--- config.mk ---
export PLATFORM = sky130hd
export DESIGN_NAME = flash_prog_engine
export DESIGN_NICKNAME = d
export VERILOG_FILES = /design/src/rtl/flash_fe_pkg.sv /design/src/rtl/ffe_spi_rx.sv /design/src/rtl/ffe_cmd_decode.sv /design/src/rtl/ffe_page_buffers.sv /design/src/rtl/ffe_cycle_seq.sv /design/src/rtl/flash_prog_engine.sv
export SDC_FILE = /design/constraint.sdc
export NUM_CORES = 1
export LEC_CHECK = 0
export BUFFER_PORTS_ARGS = -buffer_cell sky130_fd_sc_hd__buf_2
export CORE_MARGIN = 4
export CORE_UTILIZATION = 55
export DETAILED_ROUTE_END_ITERATION = 8
export PLACE_DENSITY_LB_ADDON = 0.1
export SLEW_MARGIN = 15
export SYNTH_ARGS = -nofsm -noshare
export SYNTH_HDL_FRONTEND = slang
export SYNTH_HIERARCHICAL = 1
export SYNTH_SLANG_ARGS = --single-unit
--- constraint.sdc ---
create_clock -name clk -period 4.6 [get_ports clk]
set_clock_uncertainty 0.2 [all_clocks]
set_input_delay 0.69 -clock clk [delete_from_list [all_inputs] [get_ports clk]]
set_output_delay 0.69 -clock clk [all_outputs]
set_load 0.1 [all_outputs]
--- src/rtl/flash_fe_pkg.sv ---
package flash_fe_pkg;

  typedef enum logic [1:0] {OP_NONE, OP_WIPE, OP_PROG} op_e;
  typedef enum logic [1:0] {PH_IDLE, PH_ERASE, PH_COPY, PH_WIPE} phase_e;

  localparam logic [7:0] OPC_BUF_A = 8'h82;
  localparam logic [7:0] OPC_BUF_B = 8'h85;

  // expected byte of the wipe key at frame position idx
  function automatic logic [7:0] wipe_key(input logic [2:0] idx);
    case (idx)
      3'd0:    return 8'hC7;
      3'd1:    return 8'h94;
      3'd2:    return 8'h80;
      3'd3:    return 8'h9A;
      default: return 8'h00;
    endcase
  endfunction

  function automatic logic [12:0] page_field(input logic [23:0] a, input bit binary);
    return binary ? a[22:10] : a[23:11];
  endfunction

  function automatic int unsigned page_index(input logic [23:0] a, input bit binary,
                                             input int unsigned npages);
    return 32'(page_field(a, binary)) % npages;
  endfunction

  function automatic int unsigned start_offset(input logic [23:0] a, input bit binary,
                                               input int unsigned nbytes);
    int unsigned f;
    f = binary ? 32'(a[9:0]) : 32'(a[10:0]);
    return f % nbytes;
  endfunction

  function automatic int unsigned next_ptr(input int unsigned cur, input int unsigned nbytes);
    return (cur + 1 == nbytes) ? 0 : cur + 1;
  endfunction

  function automatic int unsigned max3(input int unsigned a, input int unsigned b,
                                       input int unsigned c);
    int unsigned m;
    m = (a > b) ? a : b;
    return (m > c) ? m : c;
  endfunction

endpackage

--- src/rtl/ffe_spi_rx.sv ---
module ffe_spi_rx (
  input  logic       clk,
  input  logic       rst_n,
  input  logic       sclk,
  input  logic       cs_n,
  input  logic       mosi,
  output logic       byte_valid,
  output logic [7:0] byte_data,
  output logic       frame_start,
  output logic       frame_end,
  output logic       frame_aligned
);
  logic       sclk_q;
  logic       cs_q;
  logic [2:0] bit_cnt;
  logic [6:0] shreg;
  logic       sck_rise;

  assign sck_rise      = sclk & ~sclk_q & ~cs_n;
  assign frame_start   = cs_q & ~cs_n;
  assign frame_end     = cs_n & ~cs_q;
  assign frame_aligned = (bit_cnt == 3'd0);

  always_ff @(posedge clk or negedge rst_n) begin
    if (!rst_n) begin
      sclk_q     <= 1'b0;
      cs_q       <= 1'b1;
      bit_cnt    <= 3'd0;
      shreg      <= 7'd0;
      byte_valid <= 1'b0;
      byte_data  <= 8'd0;
    end else begin
      sclk_q     <= sclk;
      cs_q       <= cs_n;
      byte_valid <= 1'b0;
      if (cs_n) begin
        bit_cnt <= 3'd0;
      end else if (sck_rise) begin
        shreg   <= {shreg[5:0], mosi};
        bit_cnt <= bit_cnt + 3'd1;
        if (bit_cnt == 3'd7) begin
          byte_valid <= 1'b1;
          byte_data  <= {shreg, mosi};
        end
      end
    end
  end

  // a byte is only delivered out of a frame that was open
  assert_byte_in_frame_R1: assert property (@(posedge clk) disable iff (!rst_n)
    byte_valid |-> $past(!cs_n));

endmodule

--- src/rtl/ffe_cmd_decode.sv ---
module ffe_cmd_decode import flash_fe_pkg::*; #(
  parameter int BUF_BYTES    = 12,
  parameter int NPAGES       = 4,
  parameter int BINARY_PAGES = 0
) (
  input  logic                         clk,
  input  logic                         rst_n,
  input  logic                         byte_valid,
  input  logic [7:0]                   byte_data,
  input  logic                         frame_start,
  input  logic                         frame_end,
  input  logic                         frame_aligned,
  input  logic                         busy,
  output logic                         buf_we,
  output logic                         buf_sel,
  output logic [$clog2(BUF_BYTES)-1:0] buf_ptr,
  output logic [7:0]                   buf_wdata,
  output logic                         launch_prog,
  output logic                         launch_wipe,
  output logic [$clog2(NPAGES)-1:0]    prog_page,
  output logic                         prog_sel
);
  localparam int  PTR_W  = $clog2(BUF_BYTES);
  localparam int  PG_W   = $clog2(NPAGES);
  localparam bit  BINMOD = (BINARY_PAGES != 0);

  op_e              op;
  logic             sel;
  logic [2:0]       idx;
  logic             ce_ok;
  logic [23:0]      addr;
  logic [PTR_W-1:0] ptr;
  logic             void_q;
  logic             short_addr;

  assign buf_we     = byte_valid && (op == OP_PROG) && (idx >= 3'd4) && !void_q && !busy;
  assign buf_sel    = sel;
  assign buf_ptr    = ptr;
  assign buf_wdata  = byte_data;
  assign prog_page  = PG_W'(page_index(addr, BINMOD, NPAGES));
  assign prog_sel   = sel;
  assign short_addr = (op == OP_PROG) && (idx < 3'd4);

  always_ff @(posedge clk or negedge rst_n) begin
    if (!rst_n) begin
      op          <= OP_NONE;
      sel         <= 1'b0;
      idx         <= 3'd0;
      ce_ok       <= 1'b0;
      addr        <= 24'd0;
      ptr         <= '0;
      void_q      <= 1'b0;
      launch_prog <= 1'b0;
      launch_wipe <= 1'b0;
    end else begin
      launch_prog <= 1'b0;
      launch_wipe <= 1'b0;
      if (frame_start) begin
        op     <= OP_NONE;
        idx    <= 3'd0;
        ce_ok  <= 1'b0;
        void_q <= 1'b0;
      end else if (byte_valid) begin
        if (busy) void_q <= 1'b1;
        if (idx != 3'd7) idx <= idx + 3'd1;
        if (idx == 3'd0) begin
          ce_ok <= (byte_data == wipe_key(3'd0));
          sel   <= (byte_data == OPC_BUF_B);
          if (byte_data == wipe_key(3'd0))
            op <= OP_WIPE;
          else if (byte_data == OPC_BUF_A || byte_data == OPC_BUF_B)
            op <= OP_PROG;
          else
            op <= OP_NONE;
        end else if (idx <= 3'd3) begin
          ce_ok <= ce_ok && (byte_data == wipe_key(idx));
          addr  <= {addr[15:0], byte_data};
          if (idx == 3'd3)
            ptr <= PTR_W'(start_offset({addr[15:0], byte_data}, BINMOD, BUF_BYTES));
        end else begin
          ce_ok <= 1'b0;
          if (buf_we) ptr <= PTR_W'(next_ptr(32'(ptr), BUF_BYTES));
        end
      end
      if (frame_end && frame_aligned && !void_q && !busy) begin
        launch_wipe <= (op == OP_WIPE) && ce_ok && (idx == 3'd4);
        launch_prog <= (op == OP_PROG) && (idx >= 3'd4);
      end
    end
  end

  // the write position never leaves the buffer after a data byte
  assert_ptr_in_buffer_R6: assert property (@(posedge clk) disable iff (!rst_n)
    buf_we |=> (32'(ptr) < BUF_BYTES));

  // a frame closed mid-byte launches nothing
  assert_abort_midbyte_R1: assert property (@(posedge clk) disable iff (!rst_n)
    (frame_end && !frame_aligned) |=> !(launch_prog || launch_wipe));

  // a program frame short of its address launches nothing
  assert_short_addr_R4: assert property (@(posedge clk) disable iff (!rst_n)
    (frame_end && short_addr) |=> !launch_prog);

endmodule

--- src/rtl/ffe_page_buffers.sv ---
module ffe_page_buffers #(
  parameter int BUF_BYTES = 12
) (
  input  logic                         clk,
  input  logic                         rst_n,
  input  logic                         we,
  input  logic                         sel,
  input  logic [$clog2(BUF_BYTES)-1:0] ptr,
  input  logic [7:0]                   wdata,
  output logic [7:0]                   rows [2][BUF_BYTES]
);
  for (genvar b = 0; b < 2; b++) begin : g_buf
    logic [7:0] store [BUF_BYTES];

    always_ff @(posedge clk or negedge rst_n) begin
      if (!rst_n) begin
        for (int i = 0; i < BUF_BYTES; i++) store[i] <= 8'd0;
      end else if (we && (sel == 1'(b))) begin
        store[ptr] <= wdata;
      end
    end

    assign rows[b] = store;
  end

endmodule

--- src/rtl/ffe_cycle_seq.sv ---
module ffe_cycle_seq import flash_fe_pkg::*; #(
  parameter int                NPAGES    = 4,
  parameter int                BUF_BYTES = 12,
  parameter int                ERASE_CYC = 20,
  parameter int                PROG_CYC  = 30,
  parameter int                WIPE_CYC  = 40,
  parameter logic [NPAGES-1:0] PROT_MASK = NPAGES'(2)
) (
  input  logic                         clk,
  input  logic                         rst_n,
  input  logic                         launch_prog,
  input  logic                         launch_wipe,
  input  logic [$clog2(NPAGES)-1:0]    prog_page,
  input  logic                         prog_sel,
  input  logic [7:0]                   rows [2][BUF_BYTES],
  input  logic                         wp,
  input  logic [$clog2(NPAGES)-1:0]    peek_page,
  input  logic [$clog2(BUF_BYTES)-1:0] peek_ofs,
  output logic                         busy,
  output logic [7:0]                   peek_byte
);
  localparam int PG_W = $clog2(NPAGES);
  localparam int MAXC = max3(ERASE_CYC, PROG_CYC, WIPE_CYC);
  localparam int CW   = $clog2(MAXC + 1);

  phase_e          phase;
  logic [CW-1:0]   cnt;
  logic [PG_W-1:0] tgt_page;
  logic            tgt_sel;
  logic [7:0]      mem [NPAGES][BUF_BYTES];
  logic            guard_page;
  logic            guard_all;
  logic            accept_prog;
  logic            accept_wipe;
  logic            step_done;

  assign guard_page  = wp & PROT_MASK[prog_page];
  assign guard_all   = wp & (|PROT_MASK);
  assign busy        = (phase != PH_IDLE);
  assign accept_prog = launch_prog & ~busy & ~guard_page;
  assign accept_wipe = launch_wipe & ~busy & ~guard_all;
  assign step_done   = (cnt == '0);
  assign peek_byte   = (32'(peek_ofs) < BUF_BYTES) ? mem[peek_page][peek_ofs] : 8'h00;

  always_ff @(posedge clk or negedge rst_n) begin
    if (!rst_n) begin
      phase    <= PH_IDLE;
      cnt      <= '0;
      tgt_page <= '0;
      tgt_sel  <= 1'b0;
      for (int p = 0; p < NPAGES; p++)
        for (int o = 0; o < BUF_BYTES; o++) mem[p][o] <= 8'h00;
    end else begin
      case (phase)
        PH_IDLE: begin
          if (accept_prog) begin
            phase    <= PH_ERASE;
            cnt      <= CW'(ERASE_CYC - 1);
            tgt_page <= prog_page;
            tgt_sel  <= prog_sel;
          end else if (accept_wipe) begin
            phase <= PH_WIPE;
            cnt   <= CW'(WIPE_CYC - 1);
          end
        end
        PH_ERASE: begin
          if (step_done) begin
            for (int o = 0; o < BUF_BYTES; o++) mem[tgt_page][o] <= 8'hFF;
            phase <= PH_COPY;
            cnt   <= CW'(PROG_CYC - 1);
          end else begin
            cnt <= cnt - 1'b1;
          end
        end
        PH_COPY: begin
          if (step_done) begin
            for (int o = 0; o < BUF_BYTES; o++) mem[tgt_page][o] <= rows[tgt_sel][o];
            phase <= PH_IDLE;
          end else begin
            cnt <= cnt - 1'b1;
          end
        end
        default: begin
          if (step_done) begin
            for (int p = 0; p < NPAGES; p++)
              for (int o = 0; o < BUF_BYTES; o++) mem[p][o] <= 8'hFF;
            phase <= PH_IDLE;
          end else begin
            cnt <= cnt - 1'b1;
          end
        end
      endcase
    end
  end

  // a cycle only begins right after a launch request
  assert_busy_after_launch_R7: assert property (@(posedge clk) disable iff (!rst_n)
    $rose(busy) |-> $past(launch_prog || launch_wipe));

  // a guarded program target never starts a cycle
  assert_guarded_idle_R9: assert property (@(posedge clk) disable iff (!rst_n)
    (launch_prog && !busy && guard_page) |=> !busy);

  // requests during a cycle do not retarget it
  assert_busy_holds_target_R8: assert property (@(posedge clk) disable iff (!rst_n)
    (busy && (launch_prog || launch_wipe)) |=> $stable(tgt_page));

  // a cycle ends only when its final phase count runs out
  assert_end_on_count_R7: assert property (@(posedge clk) disable iff (!rst_n)
    $fell(busy) |-> $past(step_done));

endmodule

--- src/rtl/flash_prog_engine.sv ---
module flash_prog_engine #(
  parameter int                NPAGES       = 4,
  parameter int                BUF_BYTES    = 12,
  parameter int                BINARY_PAGES = 0,
  parameter int                ERASE_CYC    = 20,
  parameter int                PROG_CYC     = 30,
  parameter int                WIPE_CYC     = 40,
  parameter logic [NPAGES-1:0] PROT_MASK    = NPAGES'(2)
) (
  input  logic                         clk,
  input  logic                         rst_n,
  input  logic                         spi_sclk,
  input  logic                         spi_cs_n,
  input  logic                         spi_mosi,
  input  logic                         wp,
  output logic                         ready,
  input  logic [$clog2(NPAGES)-1:0]    peek_page,
  input  logic [$clog2(BUF_BYTES)-1:0] peek_ofs,
  output logic [7:0]                   peek_byte
);
  localparam int PTR_W = $clog2(BUF_BYTES);
  localparam int PG_W  = $clog2(NPAGES);

  logic             rx_valid;
  logic [7:0]       rx_byte;
  logic             frame_start;
  logic             frame_end;
  logic             frame_aligned;
  logic             busy;
  logic             buf_we;
  logic             buf_sel;
  logic [PTR_W-1:0] buf_ptr;
  logic [7:0]       buf_wdata;
  logic             launch_prog;
  logic             launch_wipe;
  logic [PG_W-1:0]  prog_page;
  logic             prog_sel;
  logic [7:0]       rows [2][BUF_BYTES];

  assign ready = ~busy;

  ffe_spi_rx u_rx (
    .clk           (clk),
    .rst_n         (rst_n),
    .sclk          (spi_sclk),
    .cs_n          (spi_cs_n),
    .mosi          (spi_mosi),
    .byte_valid    (rx_valid),
    .byte_data     (rx_byte),
    .frame_start   (frame_start),
    .frame_end     (frame_end),
    .frame_aligned (frame_aligned)
  );

  ffe_cmd_decode #(
    .BUF_BYTES    (BUF_BYTES),
    .NPAGES       (NPAGES),
    .BINARY_PAGES (BINARY_PAGES)
  ) u_dec (
    .clk           (clk),
    .rst_n         (rst_n),
    .byte_valid    (rx_valid),
    .byte_data     (rx_byte),
    .frame_start   (frame_start),
    .frame_end     (frame_end),
    .frame_aligned (frame_aligned),
    .busy          (busy),
    .buf_we        (buf_we),
    .buf_sel       (buf_sel),
    .buf_ptr       (buf_ptr),
    .buf_wdata     (buf_wdata),
    .launch_prog   (launch_prog),
    .launch_wipe   (launch_wipe),
    .prog_page     (prog_page),
    .prog_sel      (prog_sel)
  );

  ffe_page_buffers #(.BUF_BYTES(BUF_BYTES)) u_buf (
    .clk   (clk),
    .rst_n (rst_n),
    .we    (buf_we),
    .sel   (buf_sel),
    .ptr   (buf_ptr),
    .wdata (buf_wdata),
    .rows  (rows)
  );

  ffe_cycle_seq #(
    .NPAGES    (NPAGES),
    .BUF_BYTES (BUF_BYTES),
    .ERASE_CYC (ERASE_CYC),
    .PROG_CYC  (PROG_CYC),
    .WIPE_CYC  (WIPE_CYC),
    .PROT_MASK (PROT_MASK)
  ) u_seq (
    .clk         (clk),
    .rst_n       (rst_n),
    .launch_prog (launch_prog),
    .launch_wipe (launch_wipe),
    .prog_page   (prog_page),
    .prog_sel    (prog_sel),
    .rows        (rows),
    .wp          (wp),
    .peek_page   (peek_page),
    .peek_ofs    (peek_ofs),
    .busy        (busy),
    .peek_byte   (peek_byte)
  );

  // no buffer write lands while a cycle is running
  assert_no_write_busy_R8: assert property (@(posedge clk) disable iff (!rst_n)
    busy |-> !buf_we);

endmodule

==> impl_results.md <==
- Status: finished with violations
- Failing checks: negative hold slack
- Worst setup margin: a little over 600 ps
- Synth Register Bits: 629
- Critical Path AT: 4310 ps
- Vias in the first global route: 23150
- Commonest cells after routing, fill and taps aside: 626 x dfrtp_1, 426 x nor2_1, 411 x a21oi_1, 397 x o21ai_0, 311 x mux2_2
- CTS resizes: 0
- Global route overflow: 0
- IO Port Bufs: 20
- Multi-input gate area: approximately 14000 µm²
- Antenna Violating Nets Remaining: 0
- Sequential Area: 15750 µm²
- Worst Setup End Kind: flip-flop
- First-pass GRT wire length: 133.0 mm
- WL per Instance: 23.27 µm
- Nets@finish: 2823
- Hold_buf cts: 0
- Synth top area cells: dfrtp_1 50%, mux2_2 11%, a21oi_1 6.6%, o21ai_0 6.4%, mux4_2 5.8%
- Hold Vio Cnt, Final: 4
- Root Driver: clkbuf_16
- Final setup fails: 0
- Htree depth: 3
- Fraction of layout cells with a size suffix above 1: 22.05%
- GRT Overall Usage: ~28%
- Post-CTS setup buffer count: 0
- DP Area: 31650 µm²
- Hold_ws: -42.20 ps
- Dpl hpwl: a little under 50 mm
- Worst path required time: 4920 ps
- Cells after Synth: 2925
- Initial Util: 56.07%
- Unique masters post-synth: 82
- Remaining routing DRC violations: 0
- Power Total: 11.50 mW
- Power Dens Cells: 339.1 nW/µm²
- Post-synthesis sequential area ratio: 50.57%
- Setup Crit Path Kind: flip-flop to flip-flop
- Pre-antenna DRT Iters: 8
- Antenna Cells: 0
- Fin area: ~34000 µm²
- Largest net degree at the start of global routing: 129
- Clk Latency, worst-skew pair: around 600 ps
- Core area: roughly 56000 µm²
- Startpoint Class: flip-flop
- GP Congestion: 0.7914
- Post-synth top area share: 50.48%
- Asr flop ratio synth: 100.0%
- Post-Syn Area: 31130 µm²
- Slew @ Worst Pin: around 1100 ps
- Non-Filler Instances: approximately 3600
- Via count: 22817
- 1st-iter DRT viols: 2382
- Crit Path Max Fanout: 14
- I/O Pins: 21
- CTS tree: done
- Initial antenna violation count: 0
- Slew headroom: between 20% and 30%
- Vias per cell: 6.352
- Clock slew at reported path FFs: 60 ps
- Final period util: 86.58%
- Clock Path Buffers: 3
- Synth Flop Type: dfrtp_1
- Fmax: 251.1 MHz
- EDFF count, synth: 0
- Util after Layout: 61.06%
- Fillers: 4425
- Final Max Slew Viols: 0
- Setup TNS: 0 ps
- Clk sink count: 629
- Clock buffer count from CTS: 69
- Row Count: 86
- Worst min path class: input port to asynchronous set/reset pin
- Syn nets: between 2000 and 3000
- Mapped Avg Cell Area: 10.64 µm²
- RSZ-0062 raised after global routing: no
- Dpl ws: 702.8 ps
- DIE WIDTH: around 250 µm
- MaxCap Viol Count: 0
- Die Area: 60470 µm²
- Synth Warn #: 6
- Area growth syn-to-layout: 8.911%
- Drt total wl: 83.60 mm
- Commonest non-fill, non-tap cell in the layout: dfrtp_1
- Fin crit period: 3983 ps
- Cell taking the most area after synthesis: dfrtp_1
- Placed Cells: around 3500
- Maximum vdd ir drop: 0.2414 mV
- Static leakage: 15.30 nW
- Die span in y: between 200 and 250 µm
==> power breakdown <==
part	internal [mW]	switching, mW	total [mW]
Combinational	0.126	0.269	0.394
Clock	3.31	2.21	5.52
Sequential	5.56	0.0188	5.58
==> critical path, stage by stage (launching register included) <==
cell and delay, ps:
dfrtp_1 550, ha_1 340, nand3b_1 260, a31o_1 310, nor2_1 380, o22a_1 220, o211ai_1 200, a2111oi_2 480
nor2_2 90, or4_1 480, a211oi_1 270, a211o_1 130
==> area by class of cell <==
cell class	instances	area share [%]
clock inverter	14	0.4613
timing repair buffer	76	2.720
clock buffer	106	6.196
sequential	629	46.44
multi-input combinational	1996	41.16
tap	748	2.760
inverter	23	0.2546
==> synth_stat cells (11+ instances only) <==
cell type	instances
nand2_1	54
buf_2	88
mux4_2	80
clkbuf_1	140
nor3_1	11
mux2i_1	61
ha_1	16
nand3_1	11
mux2_2	311
o21ai_0	397
buf_4	15
nor2_1	426
inv_1	23
buf_6	24
a21oi_1	411
nor2b_1	20
dfrtp_1	628
==> logic make-up after synthesis <==
kind of cell	share of synthesized area [%]
AO/OA/AOI/OAI	15.89
XOR/XNOR	0.1688
adder cells (fa/ha/maj)	0.6431
buffers and inverters	4.731
flip-flops	50.57
multiplexers	19.46
AND/OR/NAND/NOR	8.545
==> final timing paths <==
| check | startpoint | to | slack, ps | depth (start not counted) |
|---|---|---|---|---|
| min in group clk | spi_sclk | u_rx/sclk_q$_DFF_PN0_ | 60 | 1 |
| worst max-delay path | u_dec/addr[1]$_DFFE_PN0P_ | u_dec/buf_ptr[3]$_DFFE_PN0P_ | 620 | 11 |
| worst min-delay path | rst_n | u_seq/mem[102]$_DFFE_PN0P_ | -40 | 1 |
| worst min register to register | u_dec/addr[3]$_DFFE_PN0P_ | u_dec/addr[3]$_DFFE_PN0P_ | 280 | 2 |
| worst max register to register | u_dec/addr[1]$_DFFE_PN0P_ | u_dec/buf_ptr[3]$_DFFE_PN0P_ | 620 | 11 |
| max in group asynchronous | rst_n | u_buf/rows[136]$_DFFE_PN0P_ | 3010 | 2 |
==> registers in the layout, indices dropped and copies added, names as in the netlist, 3 cells and up <==
register and cells:
u_dec/idx 3, u_dec/addr 7, u_dec/buf_ptr 4, u_seq/cnt 6, u_rx/bit_cnt 3, u_seq/mem 384, u_rx/byte_data 8, u_rx/shreg 7
u_buf/rows 192
==> layer usage <==
metal  share of wire (%)  track usage [%]  vias up
met5                   0                0        -
met4                 2.3            8.210        0
met3                 7.9            5.714      135
met2                  47            44.31      939
met1                  43            39.14    11642
li1                    -                -    10101
No activity file was read; power rests on OpenSTA's default activity.
